File: src/rtl/gpio16_pkg.sv
package gpio16_pkg;

   localparam int STY_W       = 3;
   localparam int STY_PER_REG = 8;
   localparam int STY_REG_W   = STY_W * STY_PER_REG;
   localparam int STY_ALL_W   = 2 * STY_REG_W;

   typedef enum logic [2:0] {
      STY_LVL_HI    = 3'd0,
      STY_LVL_LO    = 3'd1,
      STY_EDGE_RISE = 3'd2,
      STY_EDGE_FALL = 3'd3,
      STY_EDGE_ANY  = 3'd4
   } trig_style_e;

   // word index = byte offset / 4
   typedef enum logic [2:0] {
      RW_DOUT   = 3'd0,
      RW_DIR    = 3'd1,
      RW_DIN    = 3'd2,
      RW_STAT   = 3'd3,
      RW_STY_LO = 3'd4,
      RW_STY_HI = 3'd5,
      RW_CLKSEL = 3'd6,
      RW_DBSEL  = 3'd7
   } reg_word_e;

   function automatic logic style_fire(input logic [2:0] sty,
                                       input logic cur, input logic prv);
      case (sty)
         STY_LVL_HI:    return cur;
         STY_LVL_LO:    return ~cur;
         STY_EDGE_RISE: return cur & ~prv;
         STY_EDGE_FALL: return ~cur & prv;
         STY_EDGE_ANY:  return cur ^ prv;
         default:       return 1'b0;
      endcase
   endfunction

endpackage

File: src/rtl/gpio16_sync.sv
module gpio16_sync #(
   parameter int W      = 16,
   parameter int STAGES = 2
) (
   input  logic         clk,
   input  logic         rst_n,
   input  logic [W-1:0] d,
   output logic [W-1:0] q
);

   logic [STAGES-1:0][W-1:0] chain_q;

   if (STAGES < 2) begin : g_bad_stages
      $error("gpio16_sync: STAGES must be at least 2");
   end

   for (genvar s = 0; s < STAGES; s++) begin : g_stage
      if (s == 0) begin : g_first
         always_ff @(posedge clk or negedge rst_n) begin
            if (!rst_n) chain_q[s] <= '0;
            else        chain_q[s] <= d;
         end
      end else begin : g_next
         always_ff @(posedge clk or negedge rst_n) begin
            if (!rst_n) chain_q[s] <= '0;
            else        chain_q[s] <= chain_q[s-1];
         end
      end
   end

   assign q = chain_q[STAGES-1];

endmodule

File: src/rtl/gpio16_detect.sv
module gpio16_detect
   import gpio16_pkg::*;
#(
   parameter int NLINES = 16
) (
   input  logic                    clk,
   input  logic                    rst_n,
   input  logic [NLINES-1:0]       smp,
   input  logic [STY_W*NLINES-1:0] sty,
   input  logic [NLINES-1:0]       clr,
   output logic [NLINES-1:0]       hit,
   output logic [NLINES-1:0]       status
);

   logic [NLINES-1:0] prev_q;

   always_ff @(posedge clk or negedge rst_n) begin
      if (!rst_n) prev_q <= '0;
      else        prev_q <= smp;
   end

   for (genvar n = 0; n < NLINES; n++) begin : g_line
      assign hit[n] = style_fire(sty[STY_W*n +: STY_W], smp[n], prev_q[n]);

      // new hit takes priority over a clearing write
      always_ff @(posedge clk or negedge rst_n) begin
         if (!rst_n) status[n] <= 1'b0;
         else        status[n] <= (status[n] & ~clr[n]) | hit[n];
      end
   end

endmodule

File: src/rtl/gpio16_regs.sv
module gpio16_regs
   import gpio16_pkg::*;
#(
   parameter int NLINES = 16,
   parameter int AW     = 5,
   parameter int DW     = 32,
   parameter int NCLK   = 2
) (
   input  logic                 clk,
   input  logic                 rst_n,
   input  logic                 wr_en,
   input  logic [AW-1:0]        addr,
   input  logic [DW-1:0]        wdata,
   input  logic [NLINES-1:0]    din_sync,
   input  logic [NLINES-1:0]    status,
   output logic [DW-1:0]        rdata,
   output logic [NLINES-1:0]    dout_q,
   output logic [NLINES-1:0]    dir_q,
   output logic [NLINES-1:0]    clr,
   output logic [STY_ALL_W-1:0] sty_q,
   output logic [NCLK-1:0]      clksel_q
);

   localparam int WORD_W = AW - 2;
   localparam int NWORDS = 8;

   logic [WORD_W-1:0] word;
   logic              aligned;
   logic [NWORDS-1:0] wsel;
   logic [DW-1:0]     dbsel_q;

   assign word    = addr[AW-1:2];
   assign aligned = (addr[1:0] == 2'b00);

   always_comb begin
      for (int k = 0; k < NWORDS; k++) begin
         wsel[k] = wr_en && aligned && (word == WORD_W'(k));
      end
   end

   always_ff @(posedge clk or negedge rst_n) begin
      if (!rst_n) begin
         dout_q   <= '0;
         dir_q    <= '1;
         sty_q    <= '0;
         clksel_q <= '0;
         dbsel_q  <= '0;
      end else begin
         if (wsel[RW_DOUT])   dout_q   <= wdata[NLINES-1:0];
         if (wsel[RW_DIR])    dir_q    <= wdata[NLINES-1:0];
         if (wsel[RW_STY_LO]) sty_q[STY_REG_W-1:0] <= wdata[STY_REG_W-1:0];
         if (wsel[RW_STY_HI]) sty_q[STY_ALL_W-1:STY_REG_W] <= wdata[STY_REG_W-1:0];
         if (wsel[RW_CLKSEL]) clksel_q <= wdata[NCLK-1:0];
         if (wsel[RW_DBSEL])  dbsel_q  <= wdata;
      end
   end

   assign clr = wsel[RW_STAT] ? wdata[NLINES-1:0] : '0;

   always_comb begin
      rdata = '0;
      if (aligned) begin
         case (word)
            WORD_W'(RW_DOUT):   rdata = DW'(dout_q);
            WORD_W'(RW_DIR):    rdata = DW'(dir_q);
            WORD_W'(RW_DIN):    rdata = DW'(din_sync);
            WORD_W'(RW_STAT):   rdata = DW'(status);
            WORD_W'(RW_STY_LO): rdata = DW'(sty_q[STY_REG_W-1:0]);
            WORD_W'(RW_STY_HI): rdata = DW'(sty_q[STY_ALL_W-1:STY_REG_W]);
            WORD_W'(RW_CLKSEL): rdata = DW'(clksel_q);
            WORD_W'(RW_DBSEL):  rdata = dbsel_q;
            default:            rdata = '0;
         endcase
      end
   end

endmodule

File: src/rtl/gpio16_padmux.sv
module gpio16_padmux #(
   parameter int NLINES    = 16,
   parameter int NCLK      = 2,
   parameter int CLK_LINE0 = 14
) (
   input  logic [NLINES-1:0] dout_q,
   input  logic [NLINES-1:0] dir_q,
   input  logic [NCLK-1:0]   clksel_q,
   input  logic [NCLK-1:0]   clk_src,
   output logic [NLINES-1:0] pad_out,
   output logic [NLINES-1:0] pad_oe
);

   for (genvar n = 0; n < NLINES; n++) begin : g_pad
      if (n >= CLK_LINE0 && n < CLK_LINE0 + NCLK) begin : g_clkable
         localparam int K = n - CLK_LINE0;
         assign pad_out[n] = clksel_q[K] ? clk_src[K] : dout_q[n];
         assign pad_oe[n]  = clksel_q[K] | ~dir_q[n];
      end else begin : g_plain
         assign pad_out[n] = dout_q[n];
         assign pad_oe[n]  = ~dir_q[n];
      end
   end

endmodule

File: src/rtl/gpio16_ctrl.sv
module gpio16_ctrl
   import gpio16_pkg::*;
#(
   parameter int NLINES    = 16,
   parameter int NIRQ      = 13,
   parameter int AW        = 5,
   parameter int DW        = 32,
   parameter int NCLK      = 2,
   parameter int CLK_LINE0 = 14,
   parameter int SYNC_STG  = 2
) (
   input  logic              clk,
   input  logic              rst_n,
   input  logic              wr_en,
   input  logic [AW-1:0]     addr,
   input  logic [DW-1:0]     wdata,
   output logic [DW-1:0]     rdata,
   input  logic [NLINES-1:0] pad_in,
   output logic [NLINES-1:0] pad_out,
   output logic [NLINES-1:0] pad_oe,
   input  logic [NCLK-1:0]   clk_src,
   output logic [NIRQ-1:0]   irq
);

   if (NLINES < 1 || NLINES > 2 * STY_PER_REG) begin : g_bad_lines
      $error("gpio16_ctrl: NLINES out of range");
   end
   if (NIRQ < 1 || NIRQ > NLINES) begin : g_bad_irq
      $error("gpio16_ctrl: NIRQ must be within 1..NLINES");
   end
   if (AW < 5) begin : g_bad_aw
      $error("gpio16_ctrl: AW must cover eight word registers");
   end
   if (DW < STY_REG_W || DW < NLINES) begin : g_bad_dw
      $error("gpio16_ctrl: DW too narrow");
   end
   if (NCLK < 1 || CLK_LINE0 + NCLK > NLINES) begin : g_bad_clk
      $error("gpio16_ctrl: clock lines fall outside the line range");
   end

   logic [NLINES-1:0]    din_sync_w;
   logic [NLINES-1:0]    status_w;
   logic [NLINES-1:0]    hit_w;
   logic [NLINES-1:0]    clr_w;
   logic [NLINES-1:0]    dout_w;
   logic [NLINES-1:0]    dir_w;
   logic [STY_ALL_W-1:0] sty_w;
   logic [NCLK-1:0]      clksel_w;

   gpio16_sync #(.W(NLINES), .STAGES(SYNC_STG)) sync_i (
      .clk   (clk),
      .rst_n (rst_n),
      .d     (pad_in),
      .q     (din_sync_w)
   );

   gpio16_regs #(.NLINES(NLINES), .AW(AW), .DW(DW), .NCLK(NCLK)) regs_i (
      .clk      (clk),
      .rst_n    (rst_n),
      .wr_en    (wr_en),
      .addr     (addr),
      .wdata    (wdata),
      .din_sync (din_sync_w),
      .status   (status_w),
      .rdata    (rdata),
      .dout_q   (dout_w),
      .dir_q    (dir_w),
      .clr      (clr_w),
      .sty_q    (sty_w),
      .clksel_q (clksel_w)
   );

   gpio16_detect #(.NLINES(NLINES)) detect_i (
      .clk    (clk),
      .rst_n  (rst_n),
      .smp    (din_sync_w),
      .sty    (sty_w[STY_W*NLINES-1:0]),
      .clr    (clr_w),
      .hit    (hit_w),
      .status (status_w)
   );

   gpio16_padmux #(.NLINES(NLINES), .NCLK(NCLK), .CLK_LINE0(CLK_LINE0)) padmux_i (
      .dout_q   (dout_w),
      .dir_q    (dir_w),
      .clksel_q (clksel_w),
      .clk_src  (clk_src),
      .pad_out  (pad_out),
      .pad_oe   (pad_oe)
   );

   assign irq = status_w[NIRQ-1:0];

endmodule

File: config.mk
export PLATFORM = sky130hd
export DESIGN_NAME = gpio16_ctrl
export DESIGN_NICKNAME = d
export VERILOG_FILES = /design/src/rtl/gpio16_pkg.sv /design/src/rtl/gpio16_sync.sv /design/src/rtl/gpio16_detect.sv /design/src/rtl/gpio16_regs.sv /design/src/rtl/gpio16_padmux.sv /design/src/rtl/gpio16_ctrl.sv
export SDC_FILE = /design/constraint.sdc
export NUM_CORES = 1
export LEC_CHECK = 0
export CAP_MARGIN = 25
export CORE_MARGIN = 2
export CORE_UTILIZATION = 50
export DETAILED_ROUTE_END_ITERATION = 7
export DONT_BUFFER_PORTS = 1
export PLACE_DENSITY = 0.69
export SETUP_SLACK_MARGIN = 0.1
export SLEW_MARGIN = 20
export SYNTH_ARGS = -nofsm -noshare
export SYNTH_HDL_FRONTEND = slang
export SYNTH_HIERARCHICAL = 1
export SYNTH_SLANG_ARGS = --single-unit
export TNS_END_PERCENT = 50
File: constraint.sdc
create_clock -name clk -period 2 [get_ports clk]
set_input_delay 0.1 -clock clk [delete_from_list [all_inputs] [get_ports clk]]
set_output_delay 0.1 -clock clk [all_outputs]
set_load 0.05 [all_outputs]
Yosys cells after proc, flatten, opt, wreduce, memory -nomap -nowiden
Cells that the tools add are included.
{ "classes": {"add_sub_neg": 0, "multipliers": 0, "n_div": 0, "n_lt_le_gt_ge": 0, "eq_ne": 71, "shift": 0, "mux": 21, "bitwise": 146, "reduce_logical": 26} }
{ "op_table": {"columns": ["op", "count"], "rows": [
  ["$pmux 32 s8", 1],
  ["$eq 3x2->1 const B", 34],
  ["$pmux 1 s5", 16],
  ["$not 1->1", 64],
  ["$eq 3x3->1 const B", 20],
  ["$eq 3x1->1 const B", 17],
  ["$logic_not 3->1", 17],
  ["$and 1x1->1", 48],
  ["$mux 32", 1],
  ["$or 1x1->1", 18],
  ["$mux 16", 1],
  ["$xor 1x1->1", 16],
  ["$logic_and 1x1->1", 8],
  ["$logic_not 2->1", 1],
  ["$mux 1", 2]
]} }
{ "totals": {"register_bits": 178, "latch_bits": 0, "ram_bits": 0, "romBits": 0, "input_bits": 58, "output_inout_bits": 77, "elab_cells": 289, "n_memories": 0} }

Longest topological paths before layout
Gate-level depths: netlist (run 1).
{ "logic_depth": {"ltp_word": 7, "ltp_mapped": 7, "depth_no_buf": 5} }

Modules after synthesis
Netlist (run 1), hierarchy kept.
{ "modules_own_cells": {"columns": ["module", "n_inst", "cells_per_inst", "area_per_inst_um2", "seq_area_each_um2"], "rows": [
  ["gpio16_regs", 1, 461, 5831.8, 2872.8],
  ["gpio16_detect", 1, 232, 2294.7, 800.8],
  ["gpio16_sync", 1, 48, 920.9, 800.8],
  ["gpio16_padmux", 1, 32, 200.2, 0.0]
]} }

Worst setup path before layout (run 1)
No wires, ideal clock.
{ "synth_path": {"path_kind": "register to output", "startpoint": "reg detect_i.status[9]", "endpoint": "out rdata[9]", "arrival_time_ns": 2.025, "required_ns": 1.900, "path_slack_ns": -0.125, "stages_incl_launch_ff": 4, "path_buffers": 0, "path_cell_list": "dfrtp_1 > mux2_2 > o21ai_0 > nor3_1"} }
{ "synth_between": {"elab_chain_cells": 2} }
{ "synth_rtl": {"columns": ["element", "line", "source"], "rows": [
  ["from (decl)", "gpio16_detect.sv:12", "output logic [NLINES-1:0] status"],
  ["from (signal, indexed assignment)", "gpio16_detect.sv:28", "else status[n] <= (status[n] & ~clr[n]) | hit[n];"],
  ["$pmux 32 s8", "gpio16_regs.sv:63", "case (word)"],
  ["$mux 32", "gpio16_regs.sv:62", "if (aligned) begin"],
  ["to (decl)", "gpio16_ctrl.sv:17", "output logic [DW-1:0] rdata,"]
]} }
No other way between the ends.

Final worst setup path (run 1)
{ "layout_path": {"startpoint": "reg regs_i.dir_q[6]", "endpoint": "out rdata[6]"} }
{ "layout_between": {"elab_chain_cells": 2} }
{ "layout_rtl": {"columns": ["element", "line", "source"], "rows": [
  ["from (decl)", "gpio16_regs.sv:18", "output logic [NLINES-1:0] dir_q,"],
  ["from (signal assigned)", "gpio16_regs.sv:50", "if (wsel[RW_DIR]) dir_q <= wdata[NLINES-1:0];"],
  ["$pmux 32 s8", "gpio16_regs.sv:63", null],
  ["$mux 32", "gpio16_regs.sv:62", null]
]} }
No other way between the ends.

==> results.py, run 1 <==
metrics = {
    "worst_setup_path": {
        "required_ps": 1900,
        "critPathKind": "reg -> out",
        "endpoint_kind": "primary output",
        "cp_max_fo": 3,
        "cp-start-kind": "flop",
        "arrival_ps": 1770,
    },
    "pwr": {
        "p_clk_share_pct": 33.2,
        "p_seq_share_pct": 48.2,
        "p_per_area_mw_per_mm2": 960,
        "p_comb_share_pct": 18.6,
        "p_sw_share_pct": 31.2,
        "p_leak_nw": 4.87,
        "internal-power_w": 0.00696,
        "total_power_w": 0.0101,
        "p_sw_w": 0.00316,
        "ir_drop_mv": 0.712,
    },
    "die": {
        "core_mm2": 0.0180,
        "die_height_um": 140,
        "die-width_um": 140,
        "initial_core_util_pct": 51.2,
        "io_pins": 135,
        "row_count": 49,
        "dieArea_mm2": 0.0196,
    },
    "yosys": {
        "synth_warnings": 6,
        "synth_nets": 858,
        "syn_area_mm2": 0.00923,
        "synth.avg_cell_area_um2": 12.0,
        "synth_cells": 768,
    },
    "run_status": {
        "violations": "hold timing",
        "status": "finished with violations",
    },
    "drt": {
        "vias": 6264,
        "drt_wl_total_um": 22800,
        "via_per_inst": 5.95,
        "initialDrtViolationCount": 463,
        "wire_per_inst_um": 21.7,
        "drtPass1Iterations": 5,
        "drc": 0,
        "ant_nets": 0,
    },
    "clocking": {
        "cts_tree": "yes",
        "cts_buffers": 17,
        "clockRootBuffer": "clkbuf_16",
        "cts_max_level": 4,
        "postCtsHoldBufs": 48,
        "post_cts_buffers": 0,
        "clk_pin_slew_ps": 70,
        "clock_sinks": 178,
        "clk_latency_ps": 440,
        "clk_path_buf_depth": 2,
    },
    "final_layout": {
        "num_antenna_cells": 0,
        "final_core_util_pct": 58.5,
        "area_growth_pct": 14.2,
        "nNetsFinal": 901,
        "drive_above_1_share_pct": 29.5,
        "nFillCells": 1471,
        "final_cells": 1053,
    },
    "sta": {
        "period_share_pct": 93.3,
        "hold_violations": 178,
        "whs_ps": -640,
        "tns_ps": 0,
        "skew_ps": 9.46,
        "max_slew_margin_pct": 50.8,
        "setup_slack_ps": 134,
        "slew_viol_final": 0,
        "rsz0062_at_grt": "yes",
        "fmax_mhz": 536,
        "worstMarginPinSlew_ps": 739,
        "setup_viol": 0,
        "period_needed_ps": 1870,
    },
    "global_routing": {
        "grt_overflow": 0,
        "grt_pass1_vias": 6545,
        "grt_max_degree": 179,
        "track_usage_pct": 23.8,
        "antenna_found_initial": 0,
        "grt_pass1_wl_um": 36300,
    },
    "min_path": {
        "worstHoldPathType": "in -> async",
    },
    "placed_design": {
        "dpl.hpwl_um": 15000,
        "pre_cts_ws_ps": 252,
        "dp_cells": 973,
        "gp_congestion": 0.829,
        "io_buffers": 0,
    },
    "flow_run": {
        "maxCapViolCount": 0,
    },
}
## path summary, 6_finish.rpt
path                                   startpoint            endpoint  slack, ps  depth (start not counted)
worst max register to register        sync_i/q[6]  detect_i/status[6]        350                          5
worst min-delay path                        rst_n  regs_i/dbsel_q[24]       -640                          0
worst min register to register  sync_i/chain_q[6]         sync_i/q[6]        350                          0
max in group asynchronous                   rst_n     regs_i/dir_q[3]       2300                          0
min in group clk                            wr_en  regs_i/clksel_q[1]         30                          3
worst max-delay path              regs_i/dir_q[6]            rdata[6]        130                          3
## per-layer routing
metal	vias to the layer above	share of wire [%]	GRT usage, %
met5	-	0	0
met4	0	2.7	9.47
met3	53	7.5	7.33
met2	247	48	38.1
met1	3188	42	30.3
li1	2776	-	-
## power groups by stage
stage	Combinational [W]	Clock, W	Sequential, W
floorplan	0.00185	0	0.00456
global placement	0.00169	0	0.00488
detailed placement	0.00176	0	0.00493
CTS	0.00188	0.00342	0.00487
global route	0.00202	0.00358	0.00495
finish	0.00188	0.00336	0.00488
## area by class of cell
type	instances	area [um2]	area share [%]
Sequential cell	178	4480	42.5
Multi-Input combinational cell	461	4140	39.2
Timing Repair Buffer	89	817	7.75
Clock buffer	19	433	4.11
Tap cell	229	287	2.72
Inverter	64	240	2.28
Clock inverter	13	150	1.42
## registers in the layout, indices dropped and copies added, names as in the netlist
name and cells:
detect_i/prev_q 16, detect_i/status 16, regs_i/clksel_q 2, regs_i/dbsel_q 32, regs_i/dir_q 16, regs_i/dout_q 16, regs_i/sty_q 48, sync_i/chain_q 16
sync_i/q 16
## through the flow
step | hold WS (ps) | cell area (um2)
floorplan | -196 | 9240
global placement | -190 | 9440
detailed placement | -186 | 9440
CTS | -663 | 10500
global route | -679 | 10500
finish | -640 | 10500
## cells in the final DEF, fill, tap and decap left out, drive strengths merged, types with 6 or more instances in the layout
cell and instances:
dfrtp 162, mux2 142, inv 70, dlygate4sd3 48
buf 41, ha 32, nor2 30, nor2b 23
a21oi 22, mux2i 21, clkbuf 19, and2 16
dfstp 16, nor4b 15, nand2 15, xor2 13
nand2b 13, a22oi 13, a21o 13, o21ai 13
a221o 11, and3 9, a211oi 9, nand3 7
o32ai 7, o221a 7, nand3b 6
## critical path, stage by stage, from the launching register on
cell,delay [ps]
dfstp_2,550
mux2i_1,70
a211oi_1,260
o221a_2,440
## timing repair
item,in CTS,in global routing
pin swaps,1,1
hold endpoints to repair,324,178
gates resized for setup,4,7
setup endpoints to repair,8,10
Power figures use the tool's default switching activity.
==> run 2: changes to the inputs <==
--- a/config.mk
+++ b/config.mk
@@ -7,10 +7,10 @@
 export LEC_CHECK = 0
 export CAP_MARGIN = 25
 export CORE_MARGIN = 2
-export CORE_UTILIZATION = 50
+export CORE_UTILIZATION = 45
 export DETAILED_ROUTE_END_ITERATION = 7
 export DONT_BUFFER_PORTS = 1
-export PLACE_DENSITY = 0.69
+export PLACE_DENSITY = 0.64
 export SETUP_SLACK_MARGIN = 0.1
 export SLEW_MARGIN = 20
 export SYNTH_ARGS = -nofsm -noshare
==> run 2 against run 1 <==
Compared with the run above:
- the run still ends with hold timing left
- fmax down 1.6%
- final area is 0.71% higher
- final cell count up 4.3%
- power grew 1.6%
- critical path depth unchanged
- sequential power is essentially flat
- count of clock-buffer cells in the layout is 1 lower
- clock skew barely moved
- sequential cell count is the same
==> results.py, run 2 (synthesis gave the netlist of run 1 again) <==
metrics = {
    "pwr": {
        "p_comb_share_pct": 18.8,
        "p_seq_share_pct": 47.3,
        "p_sw_w": 0.00315,
        "ir_drop_mv": 0.571,
        "p_per_area_mw_per_mm2": 968,
        "internal-power_w": 0.00713,
        "p_clk_share_pct": 33.9,
        "p_sw_share_pct": 30.7,
        "p_leak_nw": 4.89,
    },
    "sta": {
        "rsz0062_at_grt": "yes",
        "max_slew_margin_pct": 45.6,
        "worstMarginPinSlew_ps": 817,
        "period_share_pct": 94.8,
        "hold_violations": 178,
        "fmax_mhz": 527,
        "tns_ps": 0,
        "period_needed_ps": 1900,
        "whs_ps": -625,
        "setup_viol": 0,
        "skew_ps": 9.30,
        "slew_viol_final": 0,
        "setup_slack_ps": 104,
    },
    "die": {
        "die-width_um": 147,
        "initial_core_util_pct": 45.8,
        "die_height_um": 147,
        "dieArea_mm2": 0.0217,
        "io_pins": 135,
        "row_count": 52,
        "core_mm2": 0.0202,
    },
    "clocking": {
        "clk_latency_ps": 430,
        "clk_path_buf_depth": 2,
        "clk_pin_slew_ps": 70,
        "cts_tree": "yes",
        "clock_sinks": 178,
        "cts_buffers": 17,
        "cts_max_level": 4,
        "clockRootBuffer": "clkbuf_16",
    },
    "global_routing": {
        "grt_most_used_layer": "met2",
        "use_met3_pct": 4.91,
        "grt_pass1_wl_um": 38100,
        "grt_pass1_vias": 6718,
        "grt_max_degree": 179,
        "grt_overflow": 0,
        "use_met2_pct": 35.4,
        "grt.met1_usage_pct": 31.3,
        "antenna_found_initial": 1,
        "track_usage_pct": 22.8,
    },
    "worst_setup_path": {
        "critPathKind": "reg -> out",
        "required_ps": 1900,
        "cp-start-kind": "flop",
        "cp_max_fo": 5,
        "endpoint_kind": "primary output",
        "arrival_ps": 1800,
    },
    "flow_run": {
        "maxCapViolCount": 0,
    },
    "final_layout": {
        "nFillCells": 1757,
        "final_common_cell": "dfrtp_1",
        "num_antenna_cells": 0,
        "final_core_util_pct": 52.6,
        "area_growth_pct": 15.1,
        "final_cell_mix": "dfrtp_1, mux2_2, inv_1",
        "ff_latch_area_mm2": 0.00448,
        "top_register": "regs_i/sty_q",
        "largest_reg_flops": 48,
        "reg_top3": "regs_i/sty_q (48), regs_i/dbsel_q (32)",
        "multi_input_area_mm2": 0.00412,
        "final_area_mm2": 0.0106,
        "nNetsFinal": 905,
        "drive_above_1_share_pct": 30.1,
    },
    "drt": {
        "drc": 0,
        "ant_nets": 0,
        "initialDrtViolationCount": 493,
        "drt_wl_total_um": 24000,
        "vias": 6262,
        "drtPass1Iterations": 5,
        "via_per_inst": 5.70,
        "wire_per_inst_um": 21.9,
    },
    "run_status": {
        "violations": "hold timing",
        "status": "finished with violations",
    },
    "placed_design": {
        "dpl.hpwl_um": 15700,
        "gp_congestion": 0.794,
        "io_buffers": 0,
        "pre_cts_ws_ps": 334,
        "dpl_cell_area_mm2": 0.00949,
    },
    "min_path": {
        "worstHoldPathType": "in -> async",
    },
}
-- run 2: per-layer routing --
| layer | wire [um] | vias to the layer above | share of wire [%] |
|---|---|---|---|
| met5 | 0 | - | 0 |
| met4 | 677 | 0 | 2.8 |
| met3 | 1120 | 48 | 4.7 |
| met2 | 11500 | 188 | 48 |
| met1 | 10700 | 3259 | 45 |
| li1 | - | 2767 | - |
-- run 2: what timing repair did --
action / in CTS / in global routing
hold buffers: 48 / 1
endpoints found under the setup margin: 6 / 12
hold endpoints to repair: 323 / 179
gates resized for setup: 3 / 7
setup buffers: 0 / 1
pin swaps: 0 / 4
-- run 2: power groups by stage --
stage | registers [W] | logic, W | clock network [W]
2_1_floorplan | 0.00456 | 0.00185 | 0
3_3_place_gp | 0.00488 | 0.00173 | 0
3_5_place_dp | 0.00492 | 0.00180 | 0
4_1_cts | 0.00485 | 0.00192 | 0.00357
5_1_grt | 0.00494 | 0.00207 | 0.00374
6_report | 0.00487 | 0.00193 | 0.00348
-- run 2: worst paths after layout --
path / startpoint / endpoint / slack, ps / cells past startpoint
setup / recovery: sync_i/q[6] / rdata[6] / 100 / 3
hold / removal: rst_n / sync_i/chain_q[13] / -630 / 0
setup reg to reg: sync_i/q[7] / detect_i/status[7] / 390 / 5
hold reg to reg: sync_i/chain_q[6] / sync_i/q[6] / 350 / 0
max in group asynchronous: rst_n / regs_i/dir_q[8] / 2240 / 0
min in group clk: wr_en / regs_i/clksel_q[0] / 50 / 3
-- run 2: critical path, stage by stage, from the launching register on --
cell and delay (ps):
dfrtp_1 430, nor2b_1 80, o32ai_1 380, o221a_2 470
-- run 2: per-stage QoR --
step	total power, W	hold slack (ps)	instances
after floorplan	0.00641	-196	768
after global placement	0.00661	-189	1016
after detailed placement	0.00672	-189	1016
after CTS	0.0103	-653	1096
after global routing	0.0107	-657	1098
final	0.0103	-625	1098
-- run 2: area by class of cell --
| class | count | share of cell area [%] |
|---|---|---|
| clock buffer | 18 | 4.14 |
| clock inverter | 14 | 1.64 |
| inverter | 64 | 2.26 |
| multi-input combinational | 461 | 38.8 |
| sequential | 178 | 42.2 |
| tap | 270 | 3.18 |
| timing repair buffer | 93 | 7.73 |
==> run 3: changes to the inputs <==
--- a/config.mk
+++ b/config.mk
@@ -5,6 +5,7 @@
 export SDC_FILE = /design/constraint.sdc
 export NUM_CORES = 1
 export LEC_CHECK = 0
+export ABC_AREA = 1
 export CAP_MARGIN = 25
 export CORE_MARGIN = 2
 export CORE_UTILIZATION = 45
==> run 3 against run 2 <==
Compared with the run above:
- the run still ends with hold timing left
- sequential power is essentially flat
- via count grew 30%
- critical path depth is the same
- wire length grew 6.7%
- setup slack gained 39 ps
- final area grew 4.0%
- clock power grew 8.3%
- core utilization grew 1.6 points
- die area grew 1.9%
- sequential cell count is the same
- register-to-register slack gained 360 ps
- largest power group unchanged
==> results.py, run 3 <==
metrics = {
    "clocking": {
        "postCtsHoldBufs": 50,
        "cts_max_level": 4,
        "clk_path_buf_depth": 2,
        "cts_buffers": 17,
        "clk_latency_ps": 440,
        "clk_pin_slew_ps": 60,
        "clockRootBuffer": "clkbuf_16",
        "clock_sinks": 178,
        "cts_tree": "yes",
    },
    "yosys": {
        "synth_cells": 1232,
        "syn_area_mm2": 0.00941,
        "synth_nets": 1322,
        "synth_warnings": 6,
        "synth.avg_cell_area_um2": 7.64,
    },
    "worst_setup_path": {
        "critPathLaunch": "regs_i/dout_q[13]",
        "endpoint_kind": "primary output",
        "reg2reg_setup_slack_ps": 750,
        "arrival_ps": 1760,
        "cp_max_fo": 3,
        "critPathKind": "reg -> out",
        "required_ps": 1900,
        "cp-start-kind": "flop",
        "regToRegStartpoint": "sync_i/q[4]",
    },
    "final_layout": {
        "nNetsFinal": 1364,
        "final_common_cell": "nand2_1",
        "largest_reg_flops": 48,
        "nFillCells": 1931,
        "num_antenna_cells": 0,
        "top_register": "regs_i/sty_q",
        "reg_top3": "regs_i/sty_q (48), regs_i/dbsel_q (32)",
        "final_cell_mix": "nand2_1, inv_1, dfrtp_1",
        "area_growth_pct": 17.4,
        "drive_above_1_share_pct": 10.4,
    },
    "sta": {
        "skew_ps": 8.63,
        "hold_violations": 178,
        "worstMarginPinSlew_ps": 625,
        "rsz0062_at_grt": "yes",
        "max_slew_margin_pct": 58.3,
        "fmax_mhz": 539,
        "period_share_pct": 92.8,
        "slew_viol_final": 0,
        "whs_ps": -635,
        "tns_ps": 0,
        "setup_viol": 0,
        "period_needed_ps": 1860,
    },
    "global_routing": {
        "grt_overflow": 0,
        "track_usage_pct": 24.1,
        "use_met3_pct": 5.74,
        "antenna_found_initial": 0,
        "grt.met1_usage_pct": 32.4,
        "grt_most_used_layer": "met2",
        "grt_pass1_wl_um": 41600,
        "grt_max_degree": 179,
        "use_met2_pct": 39.1,
        "grt_pass1_vias": 7679,
    },
    "drt": {
        "drc": 0,
        "drtPass1Iterations": 5,
        "ant_nets": 0,
        "via_per_inst": 5.22,
        "initialDrtViolationCount": 704,
        "wire_per_inst_um": 16.5,
        "drt_wl_total_um": 25700,
        "vias": 8122,
    },
    "pwr": {
        "p_per_area_mw_per_mm2": 949,
        "p_leak_nw": 5.60,
        "ir_drop_mv": 0.538,
        "total_power_w": 0.0105,
    },
    "placed_design": {
        "gp_congestion": 0.830,
        "io_buffers": 0,
        "dpl.hpwl_um": 16600,
    },
    "flow_run": {
        "maxCapViolCount": 0,
    },
    "die": {
        "core_mm2": 0.0204,
        "dieArea_mm2": 0.0221,
        "initial_core_util_pct": 46.2,
        "io_pins": 135,
        "die-width_um": 149,
        "die_height_um": 149,
        "row_count": 52,
    },
    "min_path": {
        "worstHoldPathType": "in -> async",
    },
    "run_status": {
        "status": "finished with violations",
        "violations": "hold timing",
    },
}
-- run 3: what timing repair did --
action,in CTS,in global routing
setup buffers,0,0
endpoints found under the setup margin,1,4
gates resized for setup,1,2
endpoints found under the hold margin,304,178
gates cloned,0,0
-- run 3: worst paths after layout --
path / end / cells past startpoint
worst max-delay path: rdata[13] / 3
worst min-delay path: sync_i/chain_q[11] / 0
worst max register to register: detect_i/status[4] / 8
worst min register to register: sync_i/q[12] / 0
max in group asynchronous: regs_i/dir_q[3] / 0
min in group clk: regs_i/dout_q[4] / 2
-- run 3: metrics by stage --
step                utilization [%]  hold WS (ps)  cell area, um2  instances  setup WS [ps]
finish                         54.2          -635           11000       1557            143
detailed placement             48.5          -187            9880       1475            485
floorplan                         -          -196            9430       1232           72.7
CTS                            54.2          -659           11000       1557            102
global route                   54.2          -664           11000       1557           50.5
global placement               48.5          -187            9880       1475            531
-- run 3: area by class of cell --
class | count | area [um2] | area share (%)
well taps | 270 | 338 | 3.06
clock buffers | 20 | 457 | 4.14
clock inverters | 12 | 204 | 1.85
inverters | 200 | 751 | 6.80
multi-input cells | 764 | 3730 | 33.8
repair buffers | 113 | 1090 | 9.83
flip-flops and latches | 178 | 4480 | 40.5
-- run 3: worst max-delay path, cell delays in order, from the launching register on --
cell and delay, ps:
dfrtp_1 690, o21ai_0 180, nor2_1 210, buf_4 240
-- run 3: metal layers --
metal	up-vias	part of all wire, %	routed length, um
li1	3952	-	-
met1	3873	44	11200
met2	254	48	12200
met3	43	6.8	1740
met4	0	2.0	506
met5	-	0	0
-- run 3: where the power goes --
part	internal (W)	switching (W)	total [W]
Sequential	0.00417	0.000700	0.00487
Combinational	0.000633	0.00120	0.00184
Clock	0.00229	0.00148	0.00377
